[src/rtl/relock_pkg.sv]
package relock_pkg;

  typedef enum logic [2:0] {
    CMD_NOP  = 3'd0,
    CMD_SRE  = 3'd1,
    CMD_SRX  = 3'd2,
    CMD_MRS  = 3'd3,
    CMD_ZQCL = 3'd4
  } cmd_e;

  typedef enum logic [3:0] {
    ST_IDLE,
    ST_CKSRE,
    ST_FREQ,
    ST_XS,
    ST_MR1,
    ST_RST,
    ST_MR2,
    ST_MOD,
    ST_ZQ
  } state_e;

endpackage

[src/rtl/relock_timer.sv]
module relock_timer #(
  parameter int TW = 12
) (
  input  logic          clk,
  input  logic          rst_n,
  input  logic          load,
  input  logic [TW-1:0] val,
  output logic          zero
);

  logic [TW-1:0] cnt_q;

  always_ff @(posedge clk or negedge rst_n) begin
    if (!rst_n)            cnt_q <= '0;
    else if (load)         cnt_q <= val;
    else if (cnt_q != '0)  cnt_q <= cnt_q - TW'(1);
  end

  assign zero = (cnt_q == '0);

  // an unloaded, nonzero timer steps down by exactly one
  a_r4_timer_step: assert property (@(posedge clk) disable iff (!rst_n)
    (!load && cnt_q != '0) |=> (cnt_q == $past(cnt_q) - TW'(1)));

endmodule

[src/rtl/relock_dll_guard.sv]
module relock_dll_guard #(
  parameter int TW = 12
) (
  input  logic          clk,
  input  logic          rst_n,
  input  logic          arm,
  input  logic [TW-1:0] len,
  output logic          ok
);

  logic [TW-1:0] left_q;

  always_ff @(posedge clk or negedge rst_n) begin
    if (!rst_n)             left_q <= '0;
    else if (arm)           left_q <= len;
    else if (left_q != '0)  left_q <= left_q - TW'(1);
  end

  assign ok = (left_q <= TW'(1));

  // arming with a lock time above one closes the gate next cycle
  a_r9_guard_closed: assert property (@(posedge clk) disable iff (!rst_n)
    (arm && len > TW'(1)) |=> !ok);

endmodule

[src/rtl/relock_fsm.sv]
module relock_fsm
  import relock_pkg::*;
#(
  parameter int TW         = 12,
  parameter int MRW        = 16,
  parameter int BAW        = 3,
  parameter int DLLRST_BIT = 8,
  parameter int DLLEN_BIT  = 0
) (
  input  logic           clk,
  input  logic           rst_n,
  input  logic           start,
  input  logic           mem_idle,
  input  logic           odt_req,
  input  logic           clk_stable,
  input  logic [TW-1:0]  t_cksre,
  input  logic [TW-1:0]  t_cksrx,
  input  logic [TW-1:0]  t_xs,
  input  logic [TW-1:0]  t_mrd,
  input  logic [TW-1:0]  t_mod,
  input  logic [TW-1:0]  t_zq,
  input  logic [MRW-1:0] mr0_cfg,
  input  logic [MRW-1:0] mr1_cfg,
  input  logic [MRW-1:0] mr2_cfg,
  input  logic           tmr_zero,
  input  logic           lock_ok,
  output logic           tmr_load,
  output logic [TW-1:0]  tmr_val,
  output logic           lock_arm,
  output logic           cmd_valid,
  output logic [2:0]     cmd_code,
  output logic [BAW-1:0] mr_sel,
  output logic [MRW-1:0] mr_data,
  output logic           cke,
  output logic           odt,
  output logic           freq_req,
  output logic           dll_ok,
  output logic           busy,
  output logic           done
);

  localparam logic [MRW-1:0] RST_MASK = {{(MRW-1){1'b0}}, 1'b1} << DLLRST_BIT;
  localparam logic [MRW-1:0] ENA_MASK = {{(MRW-1){1'b0}}, 1'b1} << DLLEN_BIT;

  function automatic logic [TW-1:0] span(input logic [TW-1:0] v);
    return (v == '0) ? '0 : v - TW'(1);
  endfunction

  state_e        st_q, st_d;
  cmd_e          code;
  logic          accept;
  logic          pre_reset;
  logic [TW-1:0] mod_len;

  always_ff @(posedge clk or negedge rst_n) begin
    if (!rst_n) st_q <= ST_IDLE;
    else        st_q <= st_d;
  end

  assign accept  = (st_q == ST_IDLE) && start && mem_idle && !odt_req;
  assign mod_len = (t_mrd > t_mod) ? t_mrd : t_mod;

  always_comb begin
    st_d      = st_q;
    tmr_load  = 1'b0;
    tmr_val   = '0;
    lock_arm  = 1'b0;
    cmd_valid = 1'b0;
    code      = CMD_NOP;
    mr_sel    = '0;
    mr_data   = '0;
    done      = 1'b0;
    unique case (st_q)
      ST_IDLE: if (accept) begin
        cmd_valid = 1'b1; code = CMD_SRE;
        tmr_load = 1'b1; tmr_val = span(t_cksre);
        st_d = ST_CKSRE;
      end
      ST_CKSRE: if (tmr_zero) begin
        tmr_load = 1'b1; tmr_val = span(t_cksrx);
        st_d = ST_FREQ;
      end
      ST_FREQ: begin
        if (!clk_stable) begin
          tmr_load = 1'b1; tmr_val = span(t_cksrx);
        end else if (tmr_zero) begin
          cmd_valid = 1'b1; code = CMD_SRX;
          tmr_load = 1'b1; tmr_val = span(t_xs);
          st_d = ST_XS;
        end
      end
      ST_XS: if (tmr_zero) begin
        cmd_valid = 1'b1; code = CMD_MRS;
        mr_sel = BAW'(1); mr_data = mr1_cfg & ~ENA_MASK;
        tmr_load = 1'b1; tmr_val = span(t_mrd);
        st_d = ST_MR1;
      end
      ST_MR1: if (tmr_zero) begin
        cmd_valid = 1'b1; code = CMD_MRS;
        mr_sel = BAW'(0); mr_data = mr0_cfg | RST_MASK;
        lock_arm = 1'b1;
        tmr_load = 1'b1; tmr_val = span(t_mrd);
        st_d = ST_RST;
      end
      ST_RST: if (tmr_zero) begin
        cmd_valid = 1'b1; code = CMD_MRS;
        mr_sel = BAW'(2); mr_data = mr2_cfg;
        tmr_load = 1'b1; tmr_val = span(t_mrd);
        st_d = ST_MR2;
      end
      ST_MR2: if (tmr_zero) begin
        cmd_valid = 1'b1; code = CMD_MRS;
        mr_sel = BAW'(0); mr_data = mr0_cfg & ~RST_MASK;
        tmr_load = 1'b1; tmr_val = span(mod_len);
        st_d = ST_MOD;
      end
      ST_MOD: if (tmr_zero) begin
        cmd_valid = 1'b1; code = CMD_ZQCL;
        tmr_load = 1'b1; tmr_val = span(t_zq);
        st_d = ST_ZQ;
      end
      ST_ZQ: if (tmr_zero && lock_ok) begin
        done = 1'b1;
        st_d = ST_IDLE;
      end
      default: st_d = ST_IDLE;
    endcase
  end

  assign cmd_code  = code;
  assign busy      = (st_q != ST_IDLE);
  assign pre_reset = (st_q == ST_CKSRE) || (st_q == ST_FREQ) ||
                     (st_q == ST_XS)    || (st_q == ST_MR1);
  assign dll_ok    = lock_ok && !pre_reset;
  assign freq_req  = ((st_q == ST_CKSRE) && tmr_zero) || (st_q == ST_FREQ);
  assign cke       = !((code == CMD_SRE) || (st_q == ST_CKSRE) ||
                       ((st_q == ST_FREQ) && (code != CMD_SRX)));
  assign odt       = busy ? 1'b0 : odt_req;

  // termination stays off for the whole flow
  a_r11_odt_quiet: assert property (@(posedge clk) disable iff (!rst_n)
    busy |-> !odt);

  // completion only with a locked DLL
  a_r10_done_locked: assert property (@(posedge clk) disable iff (!rst_n)
    done |-> dll_ok);

  // done is a single pulse followed by idle
  a_r10_done_pulse: assert property (@(posedge clk) disable iff (!rst_n)
    done |=> (!done && !busy));

  // exit is only issued after a cycle with CKE low
  a_r5_cke_before_exit: assert property (@(posedge clk) disable iff (!rst_n)
    (cmd_valid && cmd_code == 3'd2) |-> !$past(cke));

  // entry starts the flow and drops CKE
  a_r1_entry_busy: assert property (@(posedge clk) disable iff (!rst_n)
    (cmd_valid && cmd_code == 3'd1) |=> (busy && !cke));

endmodule

[src/rtl/dll_relock_seq.sv]
module dll_relock_seq #(
  parameter int TW         = 12,
  parameter int MRW        = 16,
  parameter int BAW        = 3,
  parameter int DLLRST_BIT = 8,
  parameter int DLLEN_BIT  = 0
) (
  input  logic           clk,
  input  logic           rst_n,
  input  logic           start,
  input  logic           mem_idle,
  input  logic           odt_req,
  input  logic           clk_stable,
  input  logic [TW-1:0]  t_cksre,
  input  logic [TW-1:0]  t_cksrx,
  input  logic [TW-1:0]  t_xs,
  input  logic [TW-1:0]  t_mrd,
  input  logic [TW-1:0]  t_mod,
  input  logic [TW-1:0]  t_dllk,
  input  logic [TW-1:0]  t_zq,
  input  logic [MRW-1:0] mr0_cfg,
  input  logic [MRW-1:0] mr1_cfg,
  input  logic [MRW-1:0] mr2_cfg,
  output logic           cmd_valid,
  output logic [2:0]     cmd_code,
  output logic [BAW-1:0] mr_sel,
  output logic [MRW-1:0] mr_data,
  output logic           cke,
  output logic           odt,
  output logic           freq_req,
  output logic           dll_ok,
  output logic           busy,
  output logic           done
);

  logic          tmr_load, tmr_zero, lock_arm, lock_ok;
  logic [TW-1:0] tmr_val;

  relock_timer #(.TW(TW)) u_timer (
    .clk(clk), .rst_n(rst_n), .load(tmr_load), .val(tmr_val), .zero(tmr_zero)
  );

  relock_dll_guard #(.TW(TW)) u_guard (
    .clk(clk), .rst_n(rst_n), .arm(lock_arm), .len(t_dllk), .ok(lock_ok)
  );

  relock_fsm #(
    .TW(TW), .MRW(MRW), .BAW(BAW),
    .DLLRST_BIT(DLLRST_BIT), .DLLEN_BIT(DLLEN_BIT)
  ) u_fsm (
    .clk(clk), .rst_n(rst_n), .start(start), .mem_idle(mem_idle),
    .odt_req(odt_req), .clk_stable(clk_stable),
    .t_cksre(t_cksre), .t_cksrx(t_cksrx), .t_xs(t_xs), .t_mrd(t_mrd),
    .t_mod(t_mod), .t_zq(t_zq),
    .mr0_cfg(mr0_cfg), .mr1_cfg(mr1_cfg), .mr2_cfg(mr2_cfg),
    .tmr_zero(tmr_zero), .lock_ok(lock_ok),
    .tmr_load(tmr_load), .tmr_val(tmr_val), .lock_arm(lock_arm),
    .cmd_valid(cmd_valid), .cmd_code(cmd_code), .mr_sel(mr_sel),
    .mr_data(mr_data), .cke(cke), .odt(odt), .freq_req(freq_req),
    .dll_ok(dll_ok), .busy(busy), .done(done)
  );

endmodule

[config.mk]
export PLATFORM = sky130hd
export DESIGN_NAME = dll_relock_seq
export DESIGN_NICKNAME = d
export VERILOG_FILES = /design/src/rtl/relock_pkg.sv /design/src/rtl/relock_timer.sv /design/src/rtl/relock_dll_guard.sv /design/src/rtl/relock_fsm.sv /design/src/rtl/dll_relock_seq.sv
export SDC_FILE = /design/constraint.sdc
export NUM_CORES = 1
export LEC_CHECK = 0
export BUFFER_PORTS_ARGS = -buffer_cell sky130_fd_sc_hd__buf_2
export CORE_UTILIZATION = 39
export DETAILED_ROUTE_END_ITERATION = 10
export PLACE_DENSITY = 0.63
export SLEW_MARGIN = 20
export SYNTH_ARGS = -nofsm -noshare
export SYNTH_HDL_FRONTEND = slang
export SYNTH_SLANG_ARGS = --single-unit
export TNS_END_PERCENT = 100
[constraint.sdc]
create_clock -name clk -period 9.8 [get_ports clk]
set_input_delay 1.96 -clock clk [delete_from_list [all_inputs] [get_ports clk]]
set_output_delay 1.96 -clock clk [all_outputs]
set_load 0.05 [all_outputs]
==> results of run 1 <==
## tightest hold or removal path, stage by stage (launching register included)
cell     delay [ns]
dfrtp_1        0.35
a21oi_1        0.06
a21oi_1        0.13
## area by class of cell
| cell class | count | area, sq um | share of cell area, % |
|---|---|---|---|
| Clock buffer | 4 | 55.1 | 1.04 |
| Inverter | 42 | 158 | 2.98 |
| Multi-Input combinational cell | 493 | 3360 | 63.6 |
| Sequential cell | 28 | 701 | 13.3 |
| Tap cell | 136 | 170 | 3.22 |
| Timing Repair Buffer | 166 | 838 | 15.9 |
## logic make-up after synthesis
kind of cell | Yosys count | share of synthesized area [%]
fa+ha+maj | 27 | 7.85
simple gates | 240 | 29.0
mux | 8 | 1.89
other cells | 1 | 0.0872
flops | 28 | 16.3
xor+xnor | 69 | 14.0
buf+inv | 62 | 5.84
compound gates | 148 | 25.0
## cells in the mapped netlist, types with 3 or more instances
cell type  instances  area share [%]
a21o_1             6             1.0
a21oi_1           41             4.8
a221o_1            3            0.70
a221oi_1           7             1.4
a221oi_2           3             1.0
a222oi_1          14             3.3
a2bb2oi_1          3            0.61
a31oi_1            3            0.44
and2_1             3            0.44
and3_1             4            0.58
buf_2              6            0.70
clkbuf_1          11            0.96
dfrtp_1           28              16
ha_1              27             7.9
inv_1             42             3.7
mux2i_1            7             1.6
nand2_1           53             4.6
nand2b_1          12             1.7
nand3_1           16             1.9
nand3b_1           3            0.52
nand4_1            4            0.58
nor2_1            55             4.8
nor2b_1            3            0.44
nor3_1            25             2.9
nor3b_1            4            0.70
nor4_1            18             2.6
o211ai_1          12             2.1
o21ai_0           14             1.6
o21ai_1            5            0.58
o22ai_1            9             1.3
o31ai_1            4            0.70
or2_2              5            0.73
or3_1              9             1.3
or4_1             12             2.1
xnor2_1           42             8.5
xor2_1            27             5.5
## sequential cells by signal (all words and copies together) (netlist names)
| signal | flops |
|---|---|
| u_guard.left_q | 12 |
| u_fsm.st_q | 4 |
| u_timer.cnt_q | 12 |
## routing by layer
metal	wire (um)	track usage (%)	up-vias
li1	-	-	2462
met1	6090	30.4	2283
met2	6670	40.8	154
met3	830	3.22	11
met4	72	1.96	0
met5	0	0	-
## how the worst max path moves through the flow
stage                                   to              from  slack, ns
after global placement    u_timer.cnt_q[8]          t_mrd[7]       3.97
after CTS                       mr_data[8]  u_timer.cnt_q[0]       3.91
after global routing            mr_data[2]  u_timer.cnt_q[0]       3.61
after floorplan                        cke             start       4.45
after detailed placement  u_timer.cnt_q[8]          t_mrd[7]       3.83
final                          mr_data[12]  u_timer.cnt_q[0]       3.89
## power by group
part / internal (mW) / leakage, nW / switching (mW) / total [mW]
combinational: 0.0844 / 2.05 / 0.0994 / 0.184
sequential: 0.140 / 0.330 / 0.0226 / 0.162
clock: 0.0361 / 0.0288 / 0.0400 / 0.0761
==> impl_summary.md, run 1 <==
Min path
Along the worst hold path, the cell count comes to 2. The worst min-delay path class is reg2reg. The path with the worst hold slack has its endpoint at u_guard.left_q[8]. The worst hold path begins at u_guard.left_q[8].

Global route
The initial antenna violation count came to 0. For this run, the total global-route usage over all layers was measured as 23.0%. The maximum number of pins on one net before global-route repair is 29.

After global routing the overflow that remains totals 0. The first global-routing pass estimated 21400 um of wire. The via count of the first global-routing pass was 4483.

Timing
The clock arrives with 0.00212 ns of skew. The worst-margin pin slew is 1.07 ns. The final critical path takes up 60.3% of the cycle. The upper clock frequency limit is 169 MHz. Hold timing on the final database bottoms out at a slack of 0.587 ns.

The worst-case setup margin in the final layout is 3.89 ns. The clock period minus final worst setup slack is 5.91 ns. The worst-case headroom to the max-slew limit is 28.2%. Setup violations remaining at the end of the flow were counted as 0. Setup total negative slack on the finished layout was measured at 0 ns.

The count of pins over their slew limit was 0. The number of endpoints with negative hold slack in the final report is 0. Setup repair after global routing left no endpoint under its margin.

Floorplan
After floorplanning, the core was sized to cover 10500 sq um. The die is 107 um tall. The die outline area is 11500 sq um. During I/O placement, the number of pins put on the boundary was 167. The die is 107 um wide. After floorplanning, the core was divided into 37 placement rows. For this configuration, the core starts out at a cell density of 40.9%.

Routing
The number of routed nets with antenna violations is 0. The routed layout has 4910 vias. The number of DRC markers in iteration 0 is 501. After detailed routing, the average wire length per cell comes to 15.7 um. The mean number of vias per cell is 5.65. The post-route DRC violation count is 0. For this run, the detailed router's first-pass iteration total came to 10.

The routed design has 13700 um of wire.

Clocking
TritonCTS built the clock tree. TritonCTS created 3 clock buffers. The number of buffers on the longest clock path is 2. The clock edge transition at the registers on the reported setup and hold paths is 0.10 ns. The tree is rooted in a clkbuf_8. In this run the number of H-tree levels came out at 1. Buffers inserted to repair hold after CTS numbered 0.

Clock latency on the worst-skew pair, taken at its later pin, is 0.28 ns. The quantity of gates resized following cts is 0. The post-CTS setup-driven buffer insertion count is 0. The tree built by TritonCTS fans out to 28 sinks.

Placement
After legalization and detailed placement, the total HPWL measured 11400 um. Before CTS, the worst setup slack after placement is 3.83 ns. The cell count after placement is 865. The count of buffers inserted at the top-level ports is 163.

The cell area after placement is 5220 sq um. At the end of routability-driven placement, the weighted congestion stood at 0.869.

Critical path
The worst setup path is launched from a flip-flop. The largest individual stage delay along the critical path comes from the cell nor2_1. The library cell appearing most often on the critical path is inv_1. The kind of cell with the highest combined delay along the critical path is simple AND/OR/NAND/NOR gates. For the worst setup path, the data arrival time is 3.95 ns. STA classifies the critical path endpoint as an output pin.

The critical path goes through inv_1 -> ha_1 -> or3b_1 -> or2_2 -> nor3_2 -> nand2_1 -> nor2_1 -> a222oi_1 -> inv_1 -> buf_2. The critical path runs through a total of 10 cells. The startpoint of the most critical register-to-register path is u_timer.cnt_q[0]. The number of buffers and inverters on the critical path is 3. The worst setup slack for register-to-register paths is 5.87 ns. The critical path class is reg2out. On the worst path, the slowest cell contributes a delay of 0.81 ns. The worst-case reg-to-reg path depth is 9. In this run the worst path has a maximum fanout of 15.

The endpoint identified for the worst register-to-register timing path is u_timer.cnt_q[4]. STA puts the critical path data required time at 7.84 ns.

Synthesis
The number of instances in the synthesized netlist is 583. The count of unique library cells instantiated by Yosys is 68. For this run, the leading register cell type out of synthesis is dfrtp_1. For this run, the register share of the synthesized area comes to 16.3%.

The post-synthesis average cell area is 7.38 sq um. The number of enable-type register cells in the synthesized netlist is 0. For this run, asynchronously set or reset flops after synthesis account for 100%. The synthesized design contains 28 register bits.

The cell area that synthesis handed to floorplanning was 4300 sq um. The net count after synthesis is 748. During synthesis, Yosys emitted a total of 0 warnings.

Pwr
The power per unit of standard cell area is 79.9 nW/um^2. The analysis attributes to cell leakage a power of 2.41 nW. The worst vdd rail ir drop is 0.0532 mV. Total power for the finished layout comes to 0.422 mW.

Final layout
The repair_antennas step left the layout with diodes totalling 0. Leaving out fill and tap cells, the most frequent cell in the layout is buf_2. Leaving out fill and tap cells, the most frequent cells in the layout are 163 x buf_2, 55 x nor2_1, 53 x nand2_1. The post-route netlist has 25.9% of its cells at a drive strength greater than 1. In the final design database the tool counted 899 nets.

Once layout is done, the placed cells without fillers occupy 5280 sq um. The post-synthesis to final-layout area growth is 22.8%. The finished layout holds 869 standard cells, fillers aside.

The layout has 1062 filler cells. The final standard cell utilization of the core is 50.3%.

Outcome
The flow ran to the end, and the final reports show no timing, DRC or antenna violations.

Run
Max-cap violations in this run came to 0.
No activity file was read; power rests on OpenSTA's default activity.
==> run 2: changes to the inputs <==
--- a/config.mk
+++ b/config.mk
@@ -8,7 +8,7 @@
 export BUFFER_PORTS_ARGS = -buffer_cell sky130_fd_sc_hd__buf_2
 export CORE_UTILIZATION = 39
 export DETAILED_ROUTE_END_ITERATION = 10
-export PLACE_DENSITY = 0.63
+export PLACE_DENSITY = 0.66
 export SLEW_MARGIN = 20
 export SYNTH_ARGS = -nofsm -noshare
 export SYNTH_HDL_FRONTEND = slang
==> constraint.sdc (replaced) <==
create_clock -name clk -period 5.41 [get_ports clk]
set_input_delay 1.082 -clock clk [delete_from_list [all_inputs] [get_ports clk]]
set_output_delay 1.082 -clock clk [all_outputs]
set_load 0.05 [all_outputs]
==> impl_summary.md, run 2 (same netlist as run 1, synthesis figures left out) <==
Global route
The overall fraction of global-route tracks in use came to 24.0% (was 23.0%). The first-pass GRT wire length is 22300 um (was 21400 um). The via count of the first global-routing pass came to 4678 (was 4483).

The residual overflow from global routing is 0 (unchanged). The maximum number of pins on one net before global-route repair is 29 (unchanged). The initial antenna violation count is 0 (unchanged).

Clocking
The CTS sink count was 28 (unchanged). The quantity of gates resized following cts is 0 (unchanged). The TritonCTS buffer count is 3 (unchanged). The clock edge transition at the registers on the reported setup and hold paths is 0.10 ns (about the same). The number of buffers on the longest clock path is 2 (unchanged).

The number of levels in the clock H-tree came to 1 (unchanged). The count of hold-fix buffers inserted at cts was 0 (unchanged). The TritonCTS clock tree was yes (unchanged).

The buffer cell driving the clock tree root is clkbuf_8 (unchanged). The clock latency reported for the late side of the worst-skew pair was 0.28 ns (about the same). The post-CTS setup-driven buffer insertion count is 0 (unchanged).

Timing
The worst-margin pin slew was 1.05 ns (was 1.07 ns). The number of setup violations in the final report is 0 (unchanged). The setup skew after layout is 0.00274 ns (was 0.00212 ns). The post-route clock period utilization is 80.5%. The count of pins over their slew limit was 0 (unchanged). The clock period minus final worst setup slack is 4.35 ns. The worst-case headroom to the max-slew limit is 29.2% (was 28.2%).

The number of endpoints with negative hold slack in the final report came to 0 (unchanged). Static timing analysis puts the maximum clock frequency at 230 MHz. The total negative slack is 0 ns (unchanged). RSZ-0062 raised after global routing: no (unchanged).

Routing
The number of DRC markers in iteration 0 was 466 (was 501). The total vias in the final route is 4929 (was 4910). The number of routed nets with antenna violations is 0 (unchanged).

The post-route DRC violation count is 0 (unchanged). The average wire length per cell after detail routing is 16.1 um (was 15.7 um). The total detailed-routing wirelength is 14100 um (was 13700 um). The number of search-and-repair iterations in the first detailed-routing pass is 8 (was 10). The mean number of vias per cell is 5.64 (was 5.65).

Floorplan
The number of placement rows is 37 (unchanged). The starting utilization of the core area is 40.9% (unchanged). The vertical extent of the die is 107 um (unchanged). The count of boundary I/O pins was 167 (unchanged). The core outline area is 10500 sq um (unchanged). The die outline area is 11500 sq um (unchanged).

The horizontal extent of the die is 107 um (unchanged).

Final layout
The post-synthesis to final-layout area growth is 23.5% (was 22.8%). The number of nets in the layout is 904 (was 899). The area of the multi-input gates is 3360 sq um (about the same). The total area of sequential cells was 701 sq um (unchanged). Top library cells by usage in the layout, fill and taps aside: 163 x buf_2, 55 x nor2_1, 53 x nand2_1 (unchanged). The commonest non-fill, non-tap cell in the layout is buf_2 (unchanged). The share of layout cells above drive strength 1 is 26.3% (was 25.9%). Regs by FF count: u_guard.left_q x12, u_timer.cnt_q x12, u_fsm.st_q x4 (unchanged). The cell area after layout is 5320 sq um (was 5280 sq um). The count of inserted antenna diode cells was 0 (unchanged). The final-layout fill cell count is 1032 (was 1062).

Critical path
The critical path depth is 14 (was 10). The buffering stage count on the worst path with inverters included was 2 (was 3). The peak per-stage delay on the critical path is 0.49 ns (was 0.81 ns). The slowest library cell on the worst path is nor3_1 (was nor2_1). The critical path class is in2reg (was reg2out). The nature of the critical path endpoint is a flip-flop (was output pin). The critical path required time is 5.56 ns (was 7.84 ns). The kind of start point of the critical path is an input pin (was flip-flop). The worst path arrival time was 4.50 ns (was 3.95 ns). The worst-case reg-to-reg path depth is 10 (was 9).

The largest delay contributor family on the critical path is simple AND/OR/NAND/NOR gates (unchanged). The peak fanout along the critical path is 14 (was 15). Cell-by-cell trace of the critical path: buf_2 -> ha_1 -> nand4_1 -> or2_2 -> nor3_1 -> a31oi_1 -> buf_4 -> mux2i_1 -> ha_1 -> nand2_1 -> nor4_1 -> xnor2_1 -> o211a_1 -> a2bb2oi_1 (was inv_1 -> ha_1 -> or3b_1 -> or2_2 -> nor3_2 -> nand2_1 -> nor2_1 -> a222oi_1 -> inv_1 -> buf_2).

The library cell appearing most often on the critical path is ha_1 (was inv_1).

Run
The max-cap check violation count is 0 (unchanged).

Pwr
The power per unit of standard cell area is 144 nW/um^2 (was 79.9 nW/um^2). The worst vdd rail ir drop came to 0.0880 mV (was 0.0532 mV). The leakage power total is 2.44 nW (was 2.41 nW).

Placement
The count of buffers inserted at the top-level ports was 163 (unchanged). The detailed placement HPWL is 11700 um (was 11400 um). The weighted congestion reported at the end of routability-driven placement is 0.876 (was 0.869). The cell area after placement is 5260 sq um (was 5220 sq um).

Min path
The worst hold path cell count is 2 (unchanged). The worst min-delay path class is reg2reg (unchanged).

Outcome
Status: completed (unchanged).
[run 2: where the power goes]
group          switching, mW  internal [mW]
sequential            0.0419          0.253
combinational          0.181          0.152
clock                 0.0692         0.0653
[run 2: path summary, 6_finish.rpt]
path | startpoint | end | slack, ns
hold / removal | u_guard.left_q[8] | u_guard.left_q[8] | 0.58
max in group asynchronous | rst_n | u_guard.left_q[8] | 4.17
setup / recovery | t_mrd[7] | u_timer.cnt_q[10] | 1.06
hold reg to reg | u_guard.left_q[8] | u_guard.left_q[8] | 0.58
setup reg to reg | u_timer.cnt_q[0] | u_timer.cnt_q[4] | 1.61
min in group asynchronous | rst_n | u_guard.left_q[11] | 0.82
[run 2: layout make-up]
cell class / instances / area share, %
Multi-Input combinational cell: 493 / 63.1
Sequential cell: 28 / 13.2
Clock buffer: 4 / 1.04
Tap cell: 136 / 3.20
Inverter: 42 / 2.97
Timing Repair Buffer: 171 / 16.5
[run 2: metal layers]
layer	up-vias	track usage, %	wire (um)
li1	2472	-	-
met1	2297	31.6	6160
met4	0	4.70	138
met3	10	2.13	721
met2	150	42.6	7030
met5	-	0	0
[run 2: worst register-to-register path: stages (launching register included)]
cell and delay [ns]:
dfrtp_1 0.42, inv_1 0.09, ha_1 0.19, or3b_1 0.44, or4_1 0.69, buf_4 0.28
a221o_1 0.56, a221oi_1 0.51, o211ai_1 0.16, a221oi_1 0.28, nor2_1 0.07
[run 2: through the flow]
stage               setup slack [ns]  utilization, %  hold slack, ns  instances  total power, mW
floorplan                      0.991               -           0.525        583            0.496
global placement               0.921            50.1           0.548        870            0.618
detailed placement             0.757            50.1           0.559        870            0.630
CTS                             1.05            50.6           0.582        874            0.767
global route                   0.761            50.6           0.649        874            0.823
finish                          1.06            50.6           0.583        874            0.763
==> run 3: changes to the inputs <==
--- a/config.mk
+++ b/config.mk
@@ -5,10 +5,11 @@
 export SDC_FILE = /design/constraint.sdc
 export NUM_CORES = 1
 export LEC_CHECK = 0
+export ABC_AREA = 1
 export BUFFER_PORTS_ARGS = -buffer_cell sky130_fd_sc_hd__buf_2
 export CORE_UTILIZATION = 39
 export DETAILED_ROUTE_END_ITERATION = 10
-export PLACE_DENSITY = 0.66
+export PLACE_DENSITY = 0.62
 export SLEW_MARGIN = 20
 export SYNTH_ARGS = -nofsm -noshare
 export SYNTH_HDL_FRONTEND = slang
==> constraint.sdc (replaced) <==
create_clock -name clk -period 4.1 [get_ports clk]
set_input_delay 0.82 -clock clk [delete_from_list [all_inputs] [get_ports clk]]
set_output_delay 0.82 -clock clk [all_outputs]
set_load 0.05 [all_outputs]
==> impl_summary.md, run 3 <==
Outcome
Status: completed (unchanged).

Timing
The worst-case setup margin in the final layout is 0.368 ns (was 1.06 ns). The count of pins over their slew limit came to 0 (unchanged). The clock period minus final worst setup slack is 3.73 ns. Derived from the worst setup path, the maximum achievable clock frequency is 268 MHz.

The worst-case headroom to the max-slew limit is 29.5% (was 29.2%). The total negative slack is 0 ns (unchanged). Of the available clock period, the critical path in the final layout requires 91.0%.

The setup skew after layout is 0.00535 ns (was 0.00274 ns). The worst-margin pin slew was 1.05 ns (about the same). The number of endpoints with negative hold slack in the final report is 0 (unchanged). The number of setup violations in the final report was 0 (unchanged). The final hold slack is 0.530 ns (was 0.583 ns). RSZ-0062 raised after global routing: no (unchanged).

Pwr
The worst vdd rail ir drop is 0.147 mV (was 0.0880 mV). The leakage power total came to 3.20 nW (was 2.44 nW). The power per unit of standard cell area is 294 nW/um^2 (was 144 nW/um^2).

Synthesis
The cell accounting for the most synthesized area is nand2_1 (was dfrtp_1). The count of synthesis-stage warnings from yosys is 0 (unchanged). The fraction of registers with async set/reset is 100% (unchanged). The synthesized cell area is 4940 sq um (was 4300 sq um). The area fraction of the dominant cell type after synthesis is 16.9% (was 16.3%). The cell with the most instances after synthesis is nand2_1 (was nor2_1). The post-synthesis average cell area is 5.73 sq um (was 7.38 sq um). Dominant cells by area after synthesis: nand2_1 17%, dfrtp_1 14%, nor2_1 9.3% (was dfrtp_1 16%, xnor2_1 8.5%, ha_1 7.9%). The number of synthesized register bits is 28 (unchanged). The proportion of synthesized chip area in sequential cells came to 14.2% (was 16.3%). The count of unique library cells instantiated by Yosys was 48 (was 68). The number of instances in the synthesized netlist is 862 (was 583). Most used standard cells in the synthesized netlist: 223 x nand2_1, 122 x nor2_1, 120 x inv_1 (was 55 x nor2_1, 53 x nand2_1, 42 x inv_1, 42 x xnor2_1, 41 x a21oi_1). The most common flop cell mapped by yosys is dfrtp_1 (unchanged). The net count after synthesis was 1027 (was 748).

The number of enable-type register cells in the synthesized netlist was 0 (unchanged).

Clocking
The post-CTS setup-driven buffer insertion count is 0 (unchanged). The quantity of gates resized following cts is 0 (unchanged). The clock latency reported for the late side of the worst-skew pair is 0.27 ns (was 0.28 ns). The CTS sink count was 28 (unchanged). The TritonCTS buffer count is 3 (unchanged). The TritonCTS clock tree is yes (unchanged). The count of hold-fix buffers inserted at cts was 0 (unchanged). The number of levels in the clock H-tree is 1 (unchanged).

The clock edge transition at the registers on the reported setup and hold paths is 0.07 ns (was 0.10 ns). The number of buffers on the longest clock path is 2 (unchanged). The buffer cell driving the clock tree root is clkbuf_16 (was clkbuf_8).

Floorplan
The count of boundary I/O pins is 167 (unchanged). The number of placement rows came to 40 (was 37). The horizontal extent of the die was 115 um (was 107 um). The vertical extent of the die is 115 um (was 107 um).

The starting utilization of the core area is 40.6% (was 40.9%). The core outline area is 12200 sq um (was 10500 sq um). The die outline area came to 13100 sq um (was 11500 sq um).

Run
The max-cap check violation count came to 0 (unchanged).

Critical path
The kind of start point of the critical path is a flip-flop (was input pin). The critical path required time is 3.28 ns (was 5.56 ns). The peak fanout along the critical path is 17 (was 14). The nature of the critical path endpoint is an output pin (was flip-flop).

The critical path class is reg2out (was in2reg). The worst path arrival time is 2.91 ns (was 4.50 ns).

Final layout
The share of layout cells above drive strength 1 is 21.0% (was 26.3%). The number of nets in the layout was 1183 (was 904). The final-layout fill cell count came to 1376 (was 1032).

Regs by FF count: u_guard.left_q x12, u_timer.cnt_q x12, u_fsm.st_q x4 (unchanged). The commonest non-fill, non-tap cell in the layout is nand2_1 (was buf_2). The area of the multi-input gates is 3660 sq um (was 3360 sq um).

The post-synthesis to final-layout area growth is 21.1% (was 23.5%). Top library cells by usage in the layout, fill and taps aside: 223 x nand2_1, 163 x buf_2, 122 x nor2_1 (was 163 x buf_2, 55 x nor2_1, 53 x nand2_1). The count of inserted antenna diode cells was 0 (unchanged). The total area of sequential cells is 701 sq um (unchanged).

Global route
The residual overflow from global routing is 0 (unchanged). The initial antenna violation count was 0 (unchanged). The via count of the first global-routing pass is 5300 (was 4678). The first-pass GRT wire length is 24400 um (was 22300 um).

The overall fraction of global-route tracks in use came to 23.1% (was 24.0%). The maximum number of pins on one net before global-route repair was 29 (unchanged).

Placement
The count of buffers inserted at the top-level ports is 163 (unchanged). The minimum setup slack after placement came to 0.620 ns (was 0.757 ns). The weighted congestion reported at the end of routability-driven placement is 0.937 (was 0.876). The detailed placement HPWL is 12800 um (was 11700 um).

Routing
The mean number of vias per cell is 4.90 (was 5.64). The number of routed nets with antenna violations was 0 (unchanged). The number of DRC markers in iteration 0 is 252 (was 466). The post-route DRC violation count was 0 (unchanged). The number of search-and-repair iterations in the first detailed-routing pass is 5 (was 8). The total vias in the final route is 5797 (was 4929). The average wire length per cell after detail routing is 12.8 um (was 16.1 um). The total detailed-routing wirelength is 15100 um (was 14100 um).

Min path
The worst min-delay path class is reg2reg (unchanged).
## run 3: power by group
part | switching [mW] | internal [mW] | total (mW)
Sequential | 0.104 | 0.378 | 0.482
Combinational | 0.696 | 0.355 | 1.05
Clock | 0.0947 | 0.130 | 0.224
## run 3: final cells by class
class	instances	area share (%)
well taps	168	3.51
multi-input cells	688	61.2
flip-flops and latches	28	11.7
clock buffers	3	1.25
repair buffers	167	14.1
inverters	130	8.20
## run 3: worst max-delay path, stage by stage (launching register included)
cell,delay (ns)
dfrtp_1,0.39
inv_1,0.08
ha_1,0.19
nand2_2,0.11
nor2_4,0.10
nand2_2,0.08
nor3_4,0.20
nand2_4,0.19
inv_2,0.18
buf_4,0.25
nand2_1,0.13
nor2_2,0.09
buf_4,0.22
nand2_1,0.07
nand3_1,0.07
buf_2,0.27
## run 3: worst paths after layout
kind	slack, ns	cells past startpoint	endpoint	start
setup / recovery	0.37	15	mr_data[14]	u_timer.cnt_q[0]
hold / removal	0.53	2	u_fsm.st_q[2]	u_fsm.st_q[2]
setup reg to reg	1.26	10	u_timer.cnt_q[4]	u_fsm.st_q[0]
hold reg to reg	0.53	2	u_fsm.st_q[2]	u_fsm.st_q[2]
max in group asynchronous	3.11	1	u_timer.cnt_q[1]	rst_n
min in group asynchronous	0.57	1	u_guard.left_q[11]	rst_n
## run 3: cell families (layout without fill, tap and decap cells)
family,count (synthesis),in the layout,synth area share [%]
simple gates,505,505,45.9
buf+inv,146,300,11.9
compound gates,100,100,11.4
xor+xnor,55,55,9.75
flops,28,28,14.2
fa+ha+maj,27,27,6.84
other cells,1,1,0.0759
## run 3: metal layers
metal | GRT usage [%] | vias to the layer above | part of all wire (%)
li1 | - | 3080 | -
met1 | 30.4 | 2510 | 48
met2 | 40.2 | 188 | 44
met3 | 2.17 | 19 | 5.6
met4 | 6.67 | 0 | 2.2
met5 | 0 | - | 0
## run 3: metrics by stage
| stage | utilization (%) | area (sq um) | total power, mW | cells |
|---|---|---|---|---|
| 6_report | 49.2 | 5980 | 1.76 | 1184 |
| 5_1_grt | 49.2 | 5980 | 1.92 | 1184 |
| 4_1_cts | 49.2 | 5980 | 1.76 | 1184 |
| 3_5_place_dp | 48.6 | 5910 | 1.53 | 1181 |
| 3_3_place_gp | 48.6 | 5910 | 1.52 | 1181 |
| 2_1_floorplan | - | 4940 | 1.23 | 862 |
